==> src/rtl/cmp_timer16_pkg.sv <==
package cmp_timer16_pkg;

   localparam int unsigned BUS_W = 8;

   // register addresses
   localparam logic [7:0] A_SYNC   = 8'h43;
   localparam logic [7:0] A_EVT    = 8'h36;
   localparam logic [7:0] A_ENA    = 8'h6F;
   localparam logic [7:0] A_CFG0   = 8'h80;
   localparam logic [7:0] A_CFG1   = 8'h81;
   localparam logic [7:0] A_CNT_LO = 8'h84;
   localparam logic [7:0] A_CNT_HI = 8'h85;
   localparam logic [7:0] A_CAP_LO = 8'h86;
   localparam logic [7:0] A_CAP_HI = 8'h87;
   localparam logic [7:0] A_CMP0   = 8'h88;

   // event bit positions
   localparam int unsigned B_WRAP = 0;
   localparam int unsigned B_CMP0 = 1;
   localparam int unsigned B_CAPT = 5;
   localparam int unsigned B_HALT = 7;

   // low-byte address of compare channel i
   function automatic logic [7:0] cmp_lo_addr(input int unsigned i);
      return 8'(int'(A_CMP0) + 2 * int'(i));
   endfunction

   // implemented event / enable bits for a given channel count
   function automatic logic [7:0] evt_impl(input int unsigned n_cmp);
      logic [7:0] m;
      m = 8'h00;
      m[B_WRAP] = 1'b1;
      m[B_CAPT] = 1'b1;
      for (int i = 0; i < int'(n_cmp); i++) m[B_CMP0 + i] = 1'b1;
      return m;
   endfunction

endpackage

==> src/rtl/cmp_timer16_count.sv <==
module cmp_timer16_count #(
   parameter int unsigned CNT_W = 16
) (
   input  logic             clk,
   input  logic             rst_n,
   input  logic             adv,
   input  logic             wr_lo,
   input  logic             wr_hi,
   input  logic [7:0]       wdata,
   output logic [CNT_W-1:0] cnt,
   output logic [CNT_W-1:0] nxt,
   output logic             step,
   output logic             wrap
);
   localparam int unsigned HI_W = CNT_W - 8;

   logic sw_wr;

   assign sw_wr = wr_lo | wr_hi;
   assign step  = adv & ~sw_wr;
   assign nxt   = cnt + 1'b1;
   assign wrap  = step & (&cnt);

   always_ff @(posedge clk) begin
      if (!rst_n) begin
         cnt <= '0;
      end else if (sw_wr) begin
         if (wr_lo) cnt[7:0]       <= wdata;
         if (wr_hi) cnt[CNT_W-1:8] <= wdata[HI_W-1:0];
      end else if (step) begin
         cnt <= nxt;
      end
   end
endmodule

==> src/rtl/cmp_timer16_match.sv <==
module cmp_timer16_match #(
   parameter int unsigned CNT_W   = 16,
   parameter logic [7:0]  LO_ADDR = 8'h88
) (
   input  logic             clk,
   input  logic             rst_n,
   input  logic [7:0]       bus_addr,
   input  logic             bus_wr,
   input  logic [7:0]       bus_wdata,
   input  logic             step,
   input  logic [CNT_W-1:0] nxt,
   output logic [CNT_W-1:0] cmp_val,
   output logic             hit
);
   localparam int unsigned HI_W    = CNT_W - 8;
   localparam logic [7:0]  HI_ADDR = LO_ADDR + 8'd1;

   logic wr_lo, wr_hi;

   assign wr_lo = bus_wr && (bus_addr == LO_ADDR);
   assign wr_hi = bus_wr && (bus_addr == HI_ADDR);

   always_ff @(posedge clk) begin
      if (!rst_n) begin
         cmp_val <= '0;
      end else begin
         if (wr_lo) cmp_val[7:0]       <= bus_wdata;
         if (wr_hi) cmp_val[CNT_W-1:8] <= bus_wdata[HI_W-1:0];
      end
   end

   // only a real count step onto the value raises the event
   assign hit = step && (nxt == cmp_val);
endmodule

==> src/rtl/cmp_timer16_capture.sv <==
module cmp_timer16_capture #(
   parameter int unsigned CNT_W = 16,
   parameter int unsigned SYNC  = 2
) (
   input  logic             clk,
   input  logic             rst_n,
   input  logic             cap_in,
   input  logic [CNT_W-1:0] cnt,
   output logic [CNT_W-1:0] cap_val,
   output logic             evt
);
   logic lvl;
   logic lvl_q;

   generate
      if (SYNC == 0) begin : g_direct
         assign lvl = cap_in;
      end else begin : g_sync
         logic [SYNC-1:0] chain;
         always_ff @(posedge clk) begin
            if (!rst_n) chain <= '0;
            else        chain <= (chain << 1) | SYNC'(cap_in);
         end
         assign lvl = chain[SYNC-1];
      end
   endgenerate

   assign evt = lvl & ~lvl_q;

   always_ff @(posedge clk) begin
      if (!rst_n) begin
         lvl_q   <= 1'b0;
         cap_val <= '0;
      end else begin
         lvl_q <= lvl;
         if (evt) cap_val <= cnt;
      end
   end
endmodule

==> src/rtl/cmp_timer16.sv <==
module cmp_timer16
   import cmp_timer16_pkg::*;
#(
   parameter int unsigned CNT_W    = 16,
   parameter int unsigned N_CMP    = 2,
   parameter int unsigned CAP_SYNC = 2
) (
   input  logic       clk,
   input  logic       rst_n,
   input  logic       cnt_en,
   input  logic       cap_in,
   input  logic [7:0] bus_addr,
   input  logic       bus_wr,
   input  logic [7:0] bus_wdata,
   output logic [7:0] bus_rdata,
   output logic       irq
);
   localparam logic [7:0] IMPL = evt_impl(N_CMP);

   generate
      if (CNT_W <= 8 || CNT_W > 16) begin : g_bad_cnt_w
         $error("cmp_timer16: CNT_W must be 9..16");
      end
      if (N_CMP < 1 || N_CMP > 4) begin : g_bad_n_cmp
         $error("cmp_timer16: N_CMP must be 1..4");
      end
      if (CAP_SYNC > 4) begin : g_bad_sync
         $error("cmp_timer16: CAP_SYNC must be 0..4");
      end
   endgenerate

   logic             halt_q;
   logic [7:0]       flags_q, mask_q, cfg0_q, cfg1_q;
   logic [CNT_W-1:0] cnt_q, cnt_nxt, cap_val;
   logic             step, wrap, cap_evt, ctr_wr, wr_flag;
   logic             wr_cnt_lo, wr_cnt_hi;
   logic [N_CMP-1:0]            hit;
   logic [N_CMP-1:0][CNT_W-1:0] cmp_val;
   logic [7:0]       set_v, flags_d;

   assign wr_cnt_lo = bus_wr && (bus_addr == A_CNT_LO);
   assign wr_cnt_hi = bus_wr && (bus_addr == A_CNT_HI);
   assign ctr_wr    = wr_cnt_lo | wr_cnt_hi;
   assign wr_flag   = bus_wr && (bus_addr == A_EVT);

   cmp_timer16_count #(.CNT_W(CNT_W)) u_count (
      .clk   (clk),
      .rst_n (rst_n),
      .adv   (cnt_en & ~halt_q),
      .wr_lo (wr_cnt_lo),
      .wr_hi (wr_cnt_hi),
      .wdata (bus_wdata),
      .cnt   (cnt_q),
      .nxt   (cnt_nxt),
      .step  (step),
      .wrap  (wrap)
   );

   generate
      for (genvar i = 0; i < N_CMP; i++) begin : g_cmp
         cmp_timer16_match #(
            .CNT_W   (CNT_W),
            .LO_ADDR (cmp_lo_addr(i))
         ) u_match (
            .clk       (clk),
            .rst_n     (rst_n),
            .bus_addr  (bus_addr),
            .bus_wr    (bus_wr),
            .bus_wdata (bus_wdata),
            .step      (step),
            .nxt       (cnt_nxt),
            .cmp_val   (cmp_val[i]),
            .hit       (hit[i])
         );
      end
   endgenerate

   cmp_timer16_capture #(.CNT_W(CNT_W), .SYNC(CAP_SYNC)) u_capture (
      .clk     (clk),
      .rst_n   (rst_n),
      .cap_in  (cap_in),
      .cnt     (cnt_q),
      .cap_val (cap_val),
      .evt     (cap_evt)
   );

   // event set vector and write-one-to-clear, set wins
   always_comb begin
      set_v = 8'h00;
      set_v[B_WRAP] = wrap;
      set_v[B_CAPT] = cap_evt;
      for (int i = 0; i < int'(N_CMP); i++) set_v[B_CMP0 + i] = hit[i];
      flags_d = (flags_q & ~(wr_flag ? bus_wdata : 8'h00)) | set_v;
   end

   always_ff @(posedge clk) begin
      if (!rst_n) begin
         halt_q  <= 1'b0;
         flags_q <= 8'h00;
         mask_q  <= 8'h00;
         cfg0_q  <= 8'h00;
         cfg1_q  <= 8'h00;
         irq     <= 1'b0;
      end else begin
         flags_q <= flags_d & IMPL;
         irq     <= |(flags_q & mask_q);
         if (bus_wr) begin
            case (bus_addr)
               A_SYNC: halt_q <= bus_wdata[B_HALT];
               A_ENA:  mask_q <= bus_wdata & IMPL;
               A_CFG0: cfg0_q <= bus_wdata;
               A_CFG1: cfg1_q <= bus_wdata;
               default: ;
            endcase
         end
      end
   end

   // read mux
   always_comb begin
      bus_rdata = 8'h00;
      case (bus_addr)
         A_SYNC:   bus_rdata = {halt_q, 7'b0};
         A_EVT:    bus_rdata = flags_q;
         A_ENA:    bus_rdata = mask_q;
         A_CFG0:   bus_rdata = cfg0_q;
         A_CFG1:   bus_rdata = cfg1_q;
         A_CNT_LO: bus_rdata = cnt_q[7:0];
         A_CNT_HI: bus_rdata = 8'(cnt_q >> 8);
         A_CAP_LO: bus_rdata = cap_val[7:0];
         A_CAP_HI: bus_rdata = 8'(cap_val >> 8);
         default:  ;
      endcase
      for (int i = 0; i < int'(N_CMP); i++) begin
         if (bus_addr == cmp_lo_addr(i))         bus_rdata = cmp_val[i][7:0];
         if (bus_addr == cmp_lo_addr(i) + 8'd1)  bus_rdata = 8'(cmp_val[i] >> 8);
      end
   end
endmodule

==> config.mk <==
export PLATFORM = sky130hd
export DESIGN_NAME = cmp_timer16
export DESIGN_NICKNAME = d
export VERILOG_FILES = /design/src/rtl/cmp_timer16_pkg.sv /design/src/rtl/cmp_timer16_count.sv /design/src/rtl/cmp_timer16_match.sv /design/src/rtl/cmp_timer16_capture.sv /design/src/rtl/cmp_timer16.sv
export SDC_FILE = /design/constraint.sdc
export NUM_CORES = 1
export LEC_CHECK = 0
export ABC_AREA = 1
export BUFFER_PORTS_ARGS = -buffer_cell sky130_fd_sc_hd__buf_2
export CORE_MARGIN = 2
export CORE_UTILIZATION = 50
export CTS_CLUSTER_DIAMETER = 200
export CTS_CLUSTER_SIZE = 28
export DETAILED_ROUTE_END_ITERATION = 8
export GPL_ROUTABILITY_DRIVEN = 0
export PLACE_DENSITY_LB_ADDON = 0.3
export SETUP_SLACK_MARGIN = 0.5
export SLEW_MARGIN = 30
export SYNTH_ARGS = -nofsm -noshare
export SYNTH_HDL_FRONTEND = slang
export SYNTH_SLANG_ARGS = --single-unit
==> constraint.sdc <==
create_clock -name clk -period 3.2 [get_ports clk]
set_input_delay 0.16 -clock clk [delete_from_list [all_inputs] [get_ports clk]]
set_output_delay 0.16 -clock clk [all_outputs]
set_load 0.005 [all_outputs]
==> metrics.cfg <==
[status]
status = finished clean

[sta]
fmax_mhz = 405
fin_worst_skew_ns = 0.0171
rsz0062_at_grt = no
setup_ws_ns = 0.732
hold_slack_ns = 0.151
min_period_ns = 2.47
fin_crit_sh_pct = 77.1
slew_violations = 0
tns_ns = 0
setup_viol_count_final = 0
tightestPinTransition_ns = 0.902
hold_violations = 0
relSlewSlack_pct = 39.8

[setup_path]
critPathCapture = bus_rdata[4]
cp-end-kind = output port
worst-path-max-fanout = 11
required_ns = 3.04
crit_path_start_kind = input port
path_delay_family = simple AND/OR/NAND/NOR gates
timing.rr.start = u_count.cnt[0]
cp.buffers_inverters = 3
timing_worst_setup_path_type = input port to output port
worstPathCellList = buf_2 -> inv_2 -> nand2_1 -> nor2_1 -> nand2_1 -> o22ai_1 -> nor2_1 -> o211ai_1 -> nor3_1 -> nand3_1 -> buf_2
rr_worst_depth = 11
cp-startpoint = bus_addr[3]
r2r_setup_slack_ns = 1.08
slowest_stage = nor2_1
worstSetupPathDepth = 11
worstPathArrival_ns = 2.31
r2r_end = flags_q[2]
slowest_delay_ns = 0.61

[finish]
seq_area_mm2 = 0.00186
antenna_cells = 0
syn_to_final_growth_pct = 8.81
n_fill_cell = 984
fin_nets = 828
layout-drive-gt1-share_pct = 9.25
multi_input_area_mm2 = 0.00281
post-route-util_pct = 56.5

[detailed_routing]
dr.pass1.iters = 9
drt-vias-per-instance = 6.05
ant_nets = 0
wire_per_inst_um = 18.2
drc = 0
drt-initial-drc-count = 603
vias = 5707
drt-total-wl_um = 17200

[placement]
dp_worst_setup_slack_ns = 0.613
dp_hpwl_um = 12700
io_buffers = 29

[pwr]
p_leak_uw = 0.00215
switchingPower_uw = 663
power.share.sequential_pct = 50.9
ir_drop_v = 0.000260
clockPowerShare_pct = 38.8
fin_total_pwr_uw = 2390
p_comb_share_pct = 10.3
power.share.switching_pct = 27.8
intPower_uw = 1730
p_per_area_mw_per_mm2 = 428

[synth]
async_flop_share_pct = 0
synth.top_cell.area_share_pct = 36.3
ys_top_cells_by_area = dfxtp_1, nand2_1, o21ai_0, nand3_1, a21oi_1
yosysWarnings = 0
ys_seq_area_share_pct = 36.3
ys.flop_type = dfxtp_1
synth.largest_area_cell = dfxtp_1
netlist_area_mm2 = 0.00513
synth_fp_nets = 812
synth_cells = 790
synth_edf_count = 0
syn_area_per_cell_um2 = 6.49
yosys_register_bits = 93
ys_types = 33

[clocking]
cts_resized = 0
clock_path_buffers = 2
numCtsBuffers = 9
insertion_delay_ns = 0.38
post-cts-setup-buffers = 0
clock_sinks = 93
cts_hold_buf = 1
cts-root-buf = clkbuf_8
cts_tree = done
clkTransAtPathRegs_ns = 0.10
cts_max_level = 3

[floorplan]
core-area_mm2 = 0.00986
row_count = 36
die-area_mm2 = 0.0111
die_height_um = 105
num_io_pins = 30
initial_core_util_pct = 52.0
die_w_um = 105

[grt]
grt_max_degree = 61
grt.total_usage_pct = 31.5
grt_overflow = 0
antenna_found_initial = 0
grt_pass1_wl_um = 27400
grt_pass1_vias = 5313

[min_path]
hp-class = input port to flip-flop
hp-start = bus_wdata[0]

[job]
maxCapViolations = 0

-- kinds of logic (layout without fill, tap and decap cells) --
kind of cell,after synthesis,in the layout,share of synthesized area (%)
XOR/XNOR,11,11,2.15
AND/OR/NAND/NOR,364,364,31.4
flip-flops,93,93,36.3
buffers and inverters,117,138,8.88
adder cells (fa/ha/maj),1,1,0.244
AO/OA/AOI/OAI,204,204,21.0
-- worst register-to-register path: cells and delay by family (launching register included) --
family                     cells  cell delay [ns]
DFF                            1             0.46
adders and majority gates      1             0.30
AOI/OAI and AO/OA              1             0.13
and+or+nand+nor                9             1.14
-- cell usage after synthesis (2+ instances only) --
master	n
nand4_1	13
nand3_1	85
o22ai_1	7
buf_2	7
inv_2	4
nand2_1	171
dfxtp_1	93
a31oi_1	9
nand3_2	2
buf_4	2
nand2_2	7
clkbuf_1	19
o21ai_2	2
xnor2_1	2
o21ai_1	3
nor3_1	8
nor2_2	5
nor2_4	5
o211ai_1	5
o21ai_0	92
o2111ai_1	2
a21oi_1	82
nor2_1	65
clkinv_1	2
inv_1	83
xor2_1	8
-- worst min-delay path by stage --
stage / slack (ns) / to / cells past startpoint
after floorplan: 0.26 / u_capture.g_sync.chain[0] / 2
after global placement: 0.35 / u_capture.g_sync.chain[0] / 3
after detailed placement: 0.35 / u_capture.g_sync.chain[0] / 3
after CTS: 0.13 / cfg1_q[3] / 3
after global routing: 0.16 / cfg1_q[3] / 3
final: 0.15 / g_cmp[0].u_match.cmp_val[0] / 3
-- metal layers --
| metal | global-route usage [%] | up-vias | wire (um) |
|---|---|---|---|
| met5 | 0 | - | 0 |
| met4 | 18.0 | 0 | 982 |
| met3 | 4.58 | 93 | 1870 |
| met2 | 50.0 | 390 | 7670 |
| met1 | 40.7 | 2556 | 6660 |
| li1 | - | 2668 | - |
-- through the flow --
step | area, um2 | instances
floorplan | 5130 | 790
global placement | 5340 | 927
detailed placement | 5340 | 927
CTS | 5580 | 944
global route | 5580 | 944
finish | 5580 | 944
-- cell usage in the layout (no fill, tap or decap), types with 3 or more instances in the layout --
master,n
o22ai_1,7
dfxtp_1,93
nor2_1,65
buf_4,3
a21oi_1,82
nor3_1,8
nand2_1,171
nand2_2,7
inv_2,4
nand4_1,13
xor2_1,8
clkbuf_8,10
o21ai_1,3
inv_1,83
a31oi_1,9
nand3_1,85
o211ai_1,5
o21ai_0,92
nor2_2,5
buf_2,29
nor2_4,5
-- power by group through the flow --
stage | sequential (uW) | combinational [uW] | clock [uW]
floorplan | 1230 | 166 | 0
global placement | 1240 | 232 | 0
detailed placement | 1240 | 237 | 0
CTS | 1210 | 239 | 927
global route | 1220 | 274 | 962
finish | 1220 | 247 | 926
-- area by class of cell --
class	instances	area share (%)
Multi-Input combinational cell	580	50.4
Sequential cell	93	33.4
Inverter	89	5.99
Timing Repair Buffer	33	3.19
Tap cell	133	2.98
Clock buffer	10	2.47
Clock inverter	6	1.64
-- state kept, by name, summed over array words and instances (netlist names), 2 cells and up --
name,flops
g_cmp.u_match.cmp_val,32
u_capture.cap_val,16
u_count.cnt,16
cfg0_q,8
cfg1_q,8
flags_q,4
mask_q,4
u_capture.g_sync.chain,2
Power figures use the tool's default switching activity.
